$ cat config.mk
export PLATFORM = sky130hd
export DESIGN_NAME = reset_init_seq
export DESIGN_NICKNAME = d
export VERILOG_FILES = /design/src/rtl/ris_pkg.sv /design/src/rtl/ris_sync.sv /design/src/rtl/ris_ctrl.sv /design/src/rtl/ris_dp.sv /design/src/rtl/reset_init_seq.sv
export SDC_FILE = /design/constraint.sdc
export NUM_CORES = 1
export LEC_CHECK = 0
export BUFFER_PORTS_ARGS = -buffer_cell sky130_fd_sc_hd__clkbuf_2
export CAP_MARGIN = 20
export CORE_UTILIZATION = 47
export CTS_CLUSTER_DIAMETER = 80
export DETAILED_ROUTE_END_ITERATION = 10
export PLACE_DENSITY = 0.84
export SLEW_MARGIN = 30
export SYNTH_ARGS = -nofsm -noshare
export SYNTH_HDL_FRONTEND = slang
export SYNTH_SLANG_ARGS = --single-unit
$ cat constraint.sdc
create_clock -name clk -period 1.8 [get_ports clk]
set_input_delay 0.36 -clock clk [delete_from_list [all_inputs] [get_ports clk]]
set_output_delay 0.36 -clock clk [all_outputs]
set_load 0.03 [all_outputs]
$ cat src/rtl/ris_pkg.sv
package ris_pkg;
  localparam int NUM_REQ  = 4;
  localparam int NUM_HOLD = 3;
  localparam int IDX_FLUSH = 0;
  localparam int IDX_MGMT  = 1;
  localparam int IDX_INIT  = 2;
  localparam int IDX_CRIT  = 3;

  typedef enum logic [2:0] {
    sHold      = 3'd0,
    sSelfTest  = 3'd1,
    sRegInit   = 3'd2,
    sFetchWait = 3'd3,
    sRun       = 3'd4
  } seq_state_t;

  typedef struct packed {
    logic svcEnable;
    logic captureResult;
  } ctl_strobes_t;
endpackage

$ cat src/rtl/ris_sync.sv
module ris_sync #(
  parameter int WIDTH  = 1,
  parameter int STAGES = 2
) (
  input  logic             clk,
  input  logic             hwReset,
  input  logic [WIDTH-1:0] din,
  output logic [WIDTH-1:0] dout
);
  logic [STAGES-1:0][WIDTH-1:0] chain;

  always_ff @(posedge clk) begin
    if (hwReset) chain <= '0;
    else begin
      chain[0] <= din;
      for (int i = 1; i < STAGES; i++) chain[i] <= chain[i-1];
    end
  end

  assign dout = chain[STAGES-1];
endmodule

$ cat src/rtl/ris_ctrl.sv
module ris_ctrl
  import ris_pkg::*;
(
  input  logic         clk,
  input  logic         hwReset,
  input  logic         softInitRaw,
  input  logic         bistDone,
  input  logic         fetchAck,
  input  logic         busHeld,
  input  logic         initGrantAck,
  output logic         bistStart,
  output logic         regInit,
  output logic         fetchReq,
  output ctl_strobes_t strb
);
  seq_state_t state, nextState;
  logic bistSel;
  logic bistBusy;

  always_ff @(posedge clk) begin
    if (hwReset) begin
      state    <= sHold;
      bistSel  <= softInitRaw;
      bistBusy <= 1'b0;
    end else begin
      state    <= nextState;
      bistBusy <= (state == sSelfTest);
    end
  end

  always_comb begin
    nextState = state;
    unique case (state)
      sHold:      nextState = bistSel ? sSelfTest : sRegInit;
      sSelfTest:  if (bistDone) nextState = sRegInit;
      sRegInit:   nextState = sFetchWait;
      sFetchWait: if (fetchReq && fetchAck) nextState = sRun;
      sRun:       if (initGrantAck) nextState = sRegInit;
      default:    nextState = sHold;
    endcase
  end

  assign bistStart          = (state == sSelfTest) && !bistBusy;
  assign regInit            = (state == sRegInit);
  assign fetchReq           = (state == sFetchWait) && !busHeld;
  assign strb.svcEnable     = (state == sRun);
  assign strb.captureResult = (state == sSelfTest) && bistDone;


  bist_pulse_chk: assert property (@(posedge clk) disable iff (hwReset)
    bistStart |=> !bistStart);

  bist_to_init_chk: assert property (@(posedge clk) disable iff (hwReset)
    (state == sSelfTest && bistDone) |=> regInit);

  init_to_fetch_chk: assert property (@(posedge clk) disable iff (hwReset)
    regInit |=> (state == sFetchWait));

  fetch_hold_chk: assert property (@(posedge clk) disable iff (hwReset)
    (state == sFetchWait && !fetchAck) |=> (state == sFetchWait));
endmodule

$ cat src/rtl/ris_dp.sv
module ris_dp
  import ris_pkg::*;
#(
  parameter int RESULT_W    = 32,
  parameter int SYNC_STAGES = 2
) (
  input  logic                clk,
  input  logic                hwReset,
  input  logic [NUM_REQ-1:0]  reqRaw,
  input  logic [NUM_HOLD-1:0] holdRaw,
  input  logic                stopGrant,
  input  logic                svcAck,
  input  logic [RESULT_W-1:0] bistResult,
  input  ctl_strobes_t        strb,
  output logic [NUM_REQ-1:0]  grant,
  output logic                busHeld,
  output logic                initGrantAck,
  output logic [RESULT_W-1:0] resultWord
);
  localparam int SYNC_W = NUM_REQ + NUM_HOLD;
  localparam logic [NUM_REQ-1:0] ONE_HOT0 = NUM_REQ'(1);

  logic [SYNC_W-1:0]  syncOut;
  logic [NUM_REQ-1:0] reqSync, reqPrev, reqRise, pending, eligible, mask;
  logic [NUM_HOLD-1:0] holdSync;
  logic initActive;

  ris_sync #(.WIDTH(SYNC_W), .STAGES(SYNC_STAGES)) u_sync (
    .clk(clk), .hwReset(hwReset), .din({holdRaw, reqRaw}), .dout(syncOut)
  );

  assign reqSync    = syncOut[NUM_REQ-1:0];
  assign holdSync   = syncOut[SYNC_W-1:NUM_REQ];
  assign reqRise    = reqSync & ~reqPrev;
  assign initActive = reqSync[IDX_INIT];
  assign busHeld    = |holdSync;

  always_ff @(posedge clk) begin
    if (hwReset) begin
      reqPrev    <= '0;
      pending    <= '0;
      resultWord <= '0;
    end else begin
      reqPrev <= reqSync;
      pending <= (pending & ~(grant & {NUM_REQ{svcAck}})) | reqRise;
      if (strb.captureResult) resultWord <= bistResult;
    end
  end

  always_comb begin
    mask = {NUM_REQ{strb.svcEnable && !initActive}};
    mask[IDX_INIT] = mask[IDX_INIT] && !stopGrant;
  end

  assign eligible     = pending & mask;
  assign grant        = eligible & (~eligible + ONE_HOT0);
  assign initGrantAck = grant[IDX_INIT] && svcAck;


  grant_onehot_chk: assert property (@(posedge clk) disable iff (hwReset)
    $onehot0(grant));

  no_lost_req_chk: assert property (@(posedge clk) disable iff (hwReset)
    ((~pending & $past(pending) & ~$past(grant & {NUM_REQ{svcAck}})) == '0));

  stop_grant_chk: assert property (@(posedge clk) disable iff (hwReset)
    grant[IDX_INIT] |-> !stopGrant);

  grant_in_run_chk: assert property (@(posedge clk) disable iff (hwReset)
    (grant != '0) |-> strb.svcEnable);
endmodule

$ cat src/rtl/reset_init_seq.sv
module reset_init_seq
  import ris_pkg::*;
#(
  parameter int RESULT_W    = 32,
  parameter int SYNC_STAGES = 2
) (
  input  logic                clk,
  input  logic                hwReset,
  input  logic                cacheFlushReq,
  input  logic                mgmtIrq,
  input  logic                softInitReq,
  input  logic                critIrq,
  input  logic                busBackoff,
  input  logic                busHoldReq,
  input  logic                addrHoldReq,
  input  logic                stopGrantActive,
  input  logic                bistDone,
  input  logic [RESULT_W-1:0] bistResult,
  input  logic                fetchAck,
  input  logic                svcAck,
  output logic                bistStart,
  output logic                regInit,
  output logic                fetchReq,
  output logic [NUM_REQ-1:0]  svcGrant,
  output logic [RESULT_W-1:0] bistResultReg
);
  ctl_strobes_t strb;
  logic busHeld, initGrantAck;
  logic [NUM_REQ-1:0] reqRaw;

  always_comb begin
    reqRaw = '0;
    reqRaw[IDX_FLUSH] = cacheFlushReq;
    reqRaw[IDX_MGMT]  = mgmtIrq;
    reqRaw[IDX_INIT]  = softInitReq;
    reqRaw[IDX_CRIT]  = critIrq;
  end

  ris_ctrl u_ctrl (
    .clk(clk), .hwReset(hwReset), .softInitRaw(softInitReq),
    .bistDone(bistDone), .fetchAck(fetchAck), .busHeld(busHeld),
    .initGrantAck(initGrantAck), .bistStart(bistStart), .regInit(regInit),
    .fetchReq(fetchReq), .strb(strb)
  );

  ris_dp #(.RESULT_W(RESULT_W), .SYNC_STAGES(SYNC_STAGES)) u_dp (
    .clk(clk), .hwReset(hwReset), .reqRaw(reqRaw),
    .holdRaw({addrHoldReq, busHoldReq, busBackoff}),
    .stopGrant(stopGrantActive), .svcAck(svcAck), .bistResult(bistResult),
    .strb(strb), .grant(svcGrant), .busHeld(busHeld),
    .initGrantAck(initGrantAck), .resultWord(bistResultReg)
  );
endmodule

=== Word level (Yosys, flattened, before mapping) ===
Cells that the tools add are included.

* Flip-flop bits (word level): 59
* Latch bits: 0
* RAM bits: 0
* ROM bits: 0
* Bits of input ports: 45
* Output and inout bits: 39
* Word-level logic and storage cells: 44
* Memories: 0

* Add/sub/neg operators: 1
* Multipliers: 0
* Div/mod/pow operators: 0
* $lt $le $gt $ge: 0
* Eq/ne operators: 7
* Shift operators: 0
* Mux-type cells: 5
* Bitwise gates (word level): 9
* Reductions and logical operators: 14

{| class="wikitable"
|+ Operators with widths
! cell !! count
|-
| $and 4x4->4 || 5
|-
| $pmux 3 s5 || 1
|-
| $not 4->4 || 3
|-
| $mux 3 || 3
|-
| $logic_and 1x1->1 || 7
|-
| $eq 3x2->1 const B || 2
|-
| $add 4x1->4 const B || 1
|-
| $logic_not 1->1 || 4
|-
| $ne 2x2->1 const B || 2
|-
| $or 4x4->4 || 1
|-
| $eq 3x1->1 const B || 1
|-
| $eq 3x3->1 const B || 1
|-
| $logic_not 3->1 || 1
|-
| $reduce_and 3->1 || 1
|-
| $reduce_or 3->1 || 1
|-
| $mux 2 || 1
|-
| $ne 2x1->1 const B || 1
|}

=== Logic depth before layout (Yosys ltp) ===
Gate-level depths: netlist of the first run.

* Word-level depth: 11
* Depth in mapped cells: 6

=== Hierarchy ===
Synthesis of the first run repeated with hierarchy kept, for this count alone.

* Cells, all modules: 204
* Area, all modules: 2195.9 um^2

{| class="wikitable"
|+ Modules (own cells, without submodules)
! module !! times used !! cells an instance !! area each (um^2) !! sequential area each (um^2)
|-
| ris_dp || 1 || 140 || 1467.7 || 800.8
|-
| ris_sync || 1 || 36 || 460.4 || 280.3
|-
| ris_ctrl || 1 || 28 || 267.8 || 110.1
|}

=== Worst setup path after synthesis of the first run ===
OpenSTA, ideal clock, no wires.

* Path type: register to output
* Start: register u_ctrl.state[0]
* End: output port svcGrant[1]
* Arrival: 1.759 ns
* Slack: -0.319 ns
* Stages on the path, launching flop included: 4
* Path buffers: 1
* Path through: dfxtp_1 buf_6 or4b_4 nor3b_1

* Word-level cells in the longest chain between the ends: 6

{| class="wikitable"
|+ Ends and longest elaborated chain
! item !! line !! RTL
|-
| start, declared || ris_ctrl.sv:16 || <nowiki>seq_state_t state, nextState;</nowiki>
|-
| start signal, assigned || ris_ctrl.sv:22 || <nowiki>state <= sHold;</nowiki>
|-
| start signal, assigned || ris_ctrl.sv:26 || <nowiki>state <= nextState;</nowiki>
|-
| $eq 3x3->1 (*) || ris_ctrl.sv:46 || <nowiki>assign strb.svcEnable = (state == sRun);</nowiki>
|-
| $logic_and 1x1->1 (*) || ris_dp.sv:51 || <nowiki>mask = {NUM_REQ{strb.svcEnable && !initActive}};</nowiki>
|-
| $and 4x4->4 (*) || ris_dp.sv:55 || <nowiki>assign eligible = pending & mask;</nowiki>
|-
| $not 4->4 || ris_dp.sv:56 || <nowiki>assign grant = eligible & (~eligible + ONE_HOT0);</nowiki>
|-
| $add 4x1->4 || ris_dp.sv:56 ||
|-
| $and 4x4->4 (*) || ris_dp.sv:56 ||
|-
| end, declared || reset_init_seq.sv:24 || <nowiki>output logic [NUM_REQ-1:0] svcGrant,</nowiki>
|}

Every way passes the cells marked *; elsewhere a longest branch is shown, timed or not.

=== Final worst setup path of the first run ===
* Start: register u_ctrl.state[1]
* End: output port svcGrant[1]

Same word-level chain as after synthesis.

==> summary.md, run 1 <==
| Metric | Value |
|---|---|
| Status | finished with violations |
| Failing checks | negative setup slack |
| Sequential share of power | roughly half |
| Vias per std cell | about 5 |
| R2R Path Start | u_ctrl.state[1] |
| Post-DP HPWL | 3120 um |
| Hold_sp | softInitReq |
| CORE AREA | 4320 um^2 |
| Area grow syn2layout | 34.3% |
| Top_reg_cell synth | dfxtp_1 |
| Internal Pwr Total | roughly 2100 uW |
| CTS buffer count | 9 |
| DRT iter0 DRCs | 84 |
| Seq. cell area | 1190 um^2 |
| GRT overflow | 0 |
| Post-route ant nets | 0 |
| Combinational share of power | 15.6% |
| Number of buffers added on ports | slightly above 80 |
| IO Pins | 84 |
| Initial Util | about half |
| Maximum vdd drop | a little over 0.0007 V |
| Initial antenna violation count | 0 |
| Post-synth EDFFs | 1 |
| Via Count | between 1,500 and 2,000 |
| Filler-free cell count of the finished design | ~380 |
| Clock Power Share | between 30% and 40% |
| Vias in the first global route | roughly 1,800 |
| Async S/R FF share, synth | 0% |
| Cells after DPL | approximately 370 |
| Fillers | roughly 390 |
| Yosys warning count | 0 |
| RSZ-0062 raised after global routing | true |
| First-pass DRT Iterations | 4 |
| Fmax | about 520 MHz |
| Fin worst setup slack | -0.133 ns |
| Commonest non-fill, non-tap cells in the layout | 78 x clkbuf_2, 67 x nand2_1, 56 x dfxtp_1 |
| TritonCTS clock tree | built |
| Hold crit path type | in2reg |
| Metal2 WL | between 2000 and 2500 um |
| Top layer in use | met4 |
| Slew of the pin with the lowest slew margin | approximately 0.54 ns |
| Multi-input gate area | 872 um^2 |
| Unique masters post-synth | 32 |
| CP startpoint | u_ctrl.state[1] |
| Placed inst area | ~2600 um^2 |
| Metal1 wirelength | slightly above 2000 um |
| Most common cell after layout, fill and taps aside | clkbuf_2 |
| First-pass GRT wire length | about 7600 um |
| Ratio of cells with drive above 1 in the final layout | 36.0% |
| Mapped Cells | 239 |
| Clock transition at the registers of the reported paths | around 0.060 ns |
| Worst endpoint required time | roughly 1.4 ns |
| RePlAce Congestion | 0.792 |
| Max capacitance violation total | 0 |
| CTS Hold Bufs | 0 |
| Worst slack at placement | approximately 0.13 ns |
| Period utilization | 107% |
| Maximum number of pins on one net before global-route repair | 33 |
| Slew HR | a little under two thirds |
| Row count | 24 |
| # DRC | 0 |
| Routed len/inst | approximately 12 um |
| P_leak | ~0.0012 uW |
| CP Max Fanout | 3 |
| Total GRT Usage | between 20% and 30% |
| Tmin final | just under 2 ns |
| Clk_skew | about 0.004 ns |
| # nets final | 372 |
| Hold Slack | about 0.23 ns |
| #FFs+latches synth | 59 |
| Die width | about 70 um |
| Die H | roughly 69 um |
| Setup TNS | -0.316 ns |
| Die ar. | between 4000 and 5000 um^2 |
| Design Area, Final | around 2800 um^2 |
| Final Hold Vio Count | 0 |
| Post-Syn Nets | between 200 and 300 |
| Met3 wire len | between 300 and 400 um |
| Total routed wirelength | ~4600 um |
| Mapped Avg Cell Area | about 8.8 um^2 |
| CTS max path bufs | 2 |
| Worst EP arrival | about 1.6 ns |
| Clock Sinks | a little under 60 |
| Root Buffer Master | clkbuf_8 |
| Sw frac | 27.4% |
| Worst-Skew Late Latency | about 0.33 ns |
| Seq/Total Area, Yosys | roughly 56% |
| Kind of end point of the critical path | output port |
| Worst Setup Start Kind | flop |
| Antenna fix cells | 0 |
| Mapped cell area | approximately 2100 um^2 |
| PwrDens | about 1000 nW/um^2 |
| Crit path kind | reg2out |
| Sw Pwr | 786 uW |
| Slew Viols, Final | 0 |
| H-tree levels | 3 |
| Final setup fails | 4 |
-- kinds of logic (layout without fill, tap and decap cells) --
family | after synthesis | after routing | share of synthesized area, %
buffers and inverters | 23 | 115 | 4.80
AND/OR/NAND/NOR | 112 | 112 | 25.5
flip-flops | 59 | 59 | 56.4
AO/OA/AOI/OAI | 44 | 44 | 12.7
multiplexers | 1 | 1 | 0.533
-- layout make-up --
cell class	count	area share (%)
Sequential cell	59	42.1
Multi-Input combinational cell	157	30.8
Timing Repair Buffer	93	18.2
Clock buffer	12	5.12
Tap cell	52	2.30
Inverter	7	0.927
Clock inverter	3	0.530
-- path summary, 6_finish.rpt --
kind | slack [ns] | to | cells after the start
hold / removal | 0.23 | u_ctrl.bistSel | 1
setup reg to reg | 0.25 | u_dp.resultWord[31] | 5
hold reg to reg | 0.42 | u_dp.pending[1] | 1
setup / recovery | -0.13 | svcGrant[1] | 3
-- flip-flops by register name, summed over array words and instances (netlist names) --
signal / count
u_dp.pending: 4
u_dp.u_sync.dout: 7
u_ctrl.state: 3
u_ctrl.bistBusy: 1
u_dp.u_sync.chain: 7
u_ctrl.bistSel: 1
u_dp.resultWord: 32
u_dp.reqPrev: 4
-- worst max-delay path: stages, from the launching register on --
cell and delay, ns:
dfxtp_2 0.32, or4b_4 0.56, nor3b_4 0.18, clkbuf_8 0.18
-- synthesized netlist by cell type (2+ instances only) --
library cell / n / area (um^2)
dfxtp_1: 58 / 1160
nor2_1: 8 / 30.0
a32o_1: 2 / 20.0
inv_1: 7 / 26.3
nand3b_1: 2 / 15.0
nor3b_1: 2 / 15.0
nor2b_1: 19 / 119
buf_2: 6 / 30.0
nand2b_1: 3 / 18.8
a21oi_1: 35 / 175
nor3_1: 2 / 10.0
nand2_1: 67 / 251
clkbuf_1: 9 / 33.8
-- power by group through the flow --
stage / combinational, uW / sequential (uW) / clock, uW
CTS: 440 / 1420 / 1020
detailed placement: 432 / 1450 / 0
global placement: 423 / 1450 / 0
global route: 488 / 1430 / 1070
floorplan: 209 / 1520 / 0
finish: 447 / 1430 / 992
-- what timing repair did --
action | in CTS | in global routing
setup endpoints to repair | 4 | 6
buffers inserted | 1 | 0
pin swaps | 2 | 1
resized for setup | 8 | 10
-- through the flow --
stage               power (uW)  utilization [%]
global route              2990             65.5
detailed placement        1880             60.5
global placement          1870             60.5
floorplan                 1730                -
CTS                       2890             65.1
finish                    2860             65.5
-- layer usage --
metal  GRT usage [%]  vias up
met5               0        -
met4            12.7        0
met3            5.99        6
met2            33.1       61
met1            23.2      858
li1                -      956
Note: power is estimated with default switching activity, not from simulation.
==> run 2: changes to the inputs <==
==> constraint.sdc (replaced) <==
create_clock -name clk -period 1.8 [get_ports clk]
set_input_delay 0.09 -clock clk [delete_from_list [all_inputs] [get_ports clk]]
set_output_delay 0.09 -clock clk [all_outputs]
set_load 0.03 [all_outputs]
==> run 2 against run 1 <==
  * The flow now finishes without violations
  * Clock power increased by 30%
  * First-iteration DRC count increased by 8.3%
  * Core utilization increased by 7.8 points
  * Worst setup slack improved by 0.22 ns
  * Register-to-register slack improved by 0.08 ns
  * Non-clock buffer count increased by 31
  * Sequential power about the same
  * Via count increased by 5.8%
  * Sequential cell count unchanged
  * Worst hold slack got worse by 0.22 ns
  * Critical path type unchanged
  * Largest power group unchanged
  * Highest routed layer unchanged
==> summary.md, run 2 (same netlist as run 1, synthesis figures left out) <==
| Metric | Value |
|---|---|
| Status | finished, final reports clean |
| Clock transition at the registers of the reported paths | 0.07 ns (about the same) |
| Post-route ant nets | 0 (unchanged) |
| First-pass DRT Iterations | 4 (unchanged) |
| Vias per std cell | 4.80 (-2.4%) |
| CORE AREA | 4320 um^2 (unchanged) |
| Slew HR | 69.8% (+6.0 points) |
| Cells after DPL | 365 (-0.54%) |
| RSZ-0062 raised after global routing | false |
| Maximum number of pins on one net before global-route repair | 33 (unchanged) |
| Setup TNS | 0 ns (+0.316 ns) |
| Slew Viols, Final | 0 (unchanged) |
| CTS buffer count | 9 (unchanged) |
| Period utilization | 95.4% (-12 points) |
| Ratio of cells with drive above 1 in the final layout | 32.2% (-3.7 points) |
| Number of buffers added on ports | 83 (unchanged) |
| Die ar. | 4760 um^2 (unchanged) |
| Die H | 69.0 um (unchanged) |
| TritonCTS clock tree | built |
| Sw frac | 26.1% (-1.3 points) |
| Routed len/inst | 11.9 um (-0.49%) |
| CP Max Fanout | 10 (+7) |
| Combinational share of power | 14.7% (-0.9 points) |
| Commonest non-fill, non-tap cells in the layout | 82 x clkbuf_2, 67 x nand2_1, 55 x dfxtp_1 |
| Total GRT Usage | 22.0% (+1.7 points) |
| Vias in the first global route | 1,907 (+8.7%) |
| Worst EP arrival | 1.63 ns (+0.06 ns) |
| Design Area, Final | 3170 um^2 (+12%) |
| Internal Pwr Total | 2370 uW (+14%) |
| Clock Power Share | 40.3% (+5.7 points) |
| Sequential share of power | 45.0% (-4.8 points) |
| Post-DP HPWL | 3070 um (-1.7%) |
| Tmin final | 1.72 ns (-0.215 ns) |
| Post-CTS Setup Bufs | 0 (-1) |
| Fmax | 582 MHz (+13%) |
| Root Buffer Master | clkbuf_8 |
| Initial Util | 48.8% (unchanged) |
| Row count | 24 (unchanged) |
| Via Count | 1,990 (+5.8%) |
| Most common cell after layout, fill and taps aside | clkbuf_2 |
| DRT iter0 DRCs | 91 (+8.3%) |
| Max capacitance violation total | 0 (unchanged) |
| Initial antenna violation count | 0 (unchanged) |
| Clk_skew | 0.00540 ns (+0.00131 ns) |
| Crit path kind | reg2out |
| Die width | 69.0 um (unchanged) |
| Maximum vdd drop | 0.000547 V (-25%) |
| RePlAce Congestion | 0.767 (-3.2%) |
| Sw Pwr | 838 uW (+6.6%) |
| Kind of end point of the critical path | output port |
| Final Hold Vio Count | 0 (unchanged) |
| Clock Sinks | 59 (unchanged) |
| IO Pins | 84 (unchanged) |
| Worst endpoint required time | 1.71 ns (+0.27 ns) |
| CTS max path bufs | 2 (unchanged) |
| P_leak | 0.00137 uW (+12%) |
| Biggest register | u_dp.resultWord |
| Max reg flops | 32 (unchanged) |
| Worst-Skew Late Latency | 0.32 ns (about the same) |
| Total routed wirelength | 4960 um (+7.8%) |
| PwrDens | 1010 nW/um^2 (about the same) |
| GRT overflow | 0 (unchanged) |
| Antenna fix cells | 0 (unchanged) |
| H-tree levels | 3 (unchanged) |
| Area grow syn2layout | 50.2% |
| Hold crit path type | in2reg |
| Filler-free cell count of the finished design | 415 (+8.4%) |
| Final setup fails | 0 (-4) |
| # DRC | 0 (unchanged) |
| Finished Core Util | 73.3% (+7.8 points) |
| # nets final | 403 (+8.3%) |
| Worst Setup Start Kind | flop |
| First-pass GRT wire length | 8260 um (+8.2%) |
| Placed inst area | 2600 um^2 (-0.57%) |
| Slew of the pin with the lowest slew margin | 0.450 ns (-0.0857 ns) |
[run 2: cell type report]
cell class	count	area, um^2
Sequential cell	59	1200
Clock inverter	7	91.3
Timing Repair Buffer	124	823
Tap cell	52	65.1
Clock buffer	9	124
Multi-Input combinational cell	157	843
Fill cell	326	1150
Inverter	7	26.3
[run 2: layer usage]
metal / vias to the layer above / GRT usage (%) / wire [um]
met1: 877 / 24.6 / 2040
met5: - / 0 / 0
met3: 12 / 5.85 / 284
met4: 0 / 12.5 / 148
li1: 1022 / - / -
met2: 79 / 37.8 / 2490
[run 2: power by group through the flow]
stage               logic (uW)  clock network [uW]  registers [uW]
floorplan                  207                   0            1520
detailed placement         408                   0            1470
global route               510                1370            1450
CTS                        468                1310            1440
finish                     470                1290            1440
global placement           400                   0            1460
[run 2: worst paths after layout]
path | startpoint | endpoint | slack [ns] | depth (start not counted)
max | u_ctrl.state[1] | svcGrant[1] | 0.08 | 3
min reg2reg | u_dp.reqPrev[1] | u_dp.pending[1] | 0.43 | 1
min | bistResult[20] | u_dp.resultWord[20] | 0.01 | 3
max reg2reg | u_ctrl.state[1] | u_dp.resultWord[16] | 0.33 | 4
[run 2: what timing repair did]
item                                   4_1_cts  5_1_grt
hold buffers                                34        0
setup endpoints to repair                    1        3
pin swaps                                    0        2
endpoints found under the hold margin       34        0
gates resized for setup                      4        3
[run 2: metrics by stage]
step | hold slack [ns] | worst slack (ns) | power [uW]
finish | 0.00986 | 0.0821 | 3200
global route | 0.000302 | 0.00432 | 3340
CTS | 0.00336 | 0.0166 | 3210
detailed placement | 0.302 | 0.260 | 1880
global placement | 0.298 | 0.303 | 1860
floorplan | 0.173 | 0.239 | 1730
[run 2: critical path, stage by stage (launching register included)]
cell and delay (ns):
dfxtp_2 0.38, or4b_4 0.57, nor3b_2 0.17, buf_4 0.18
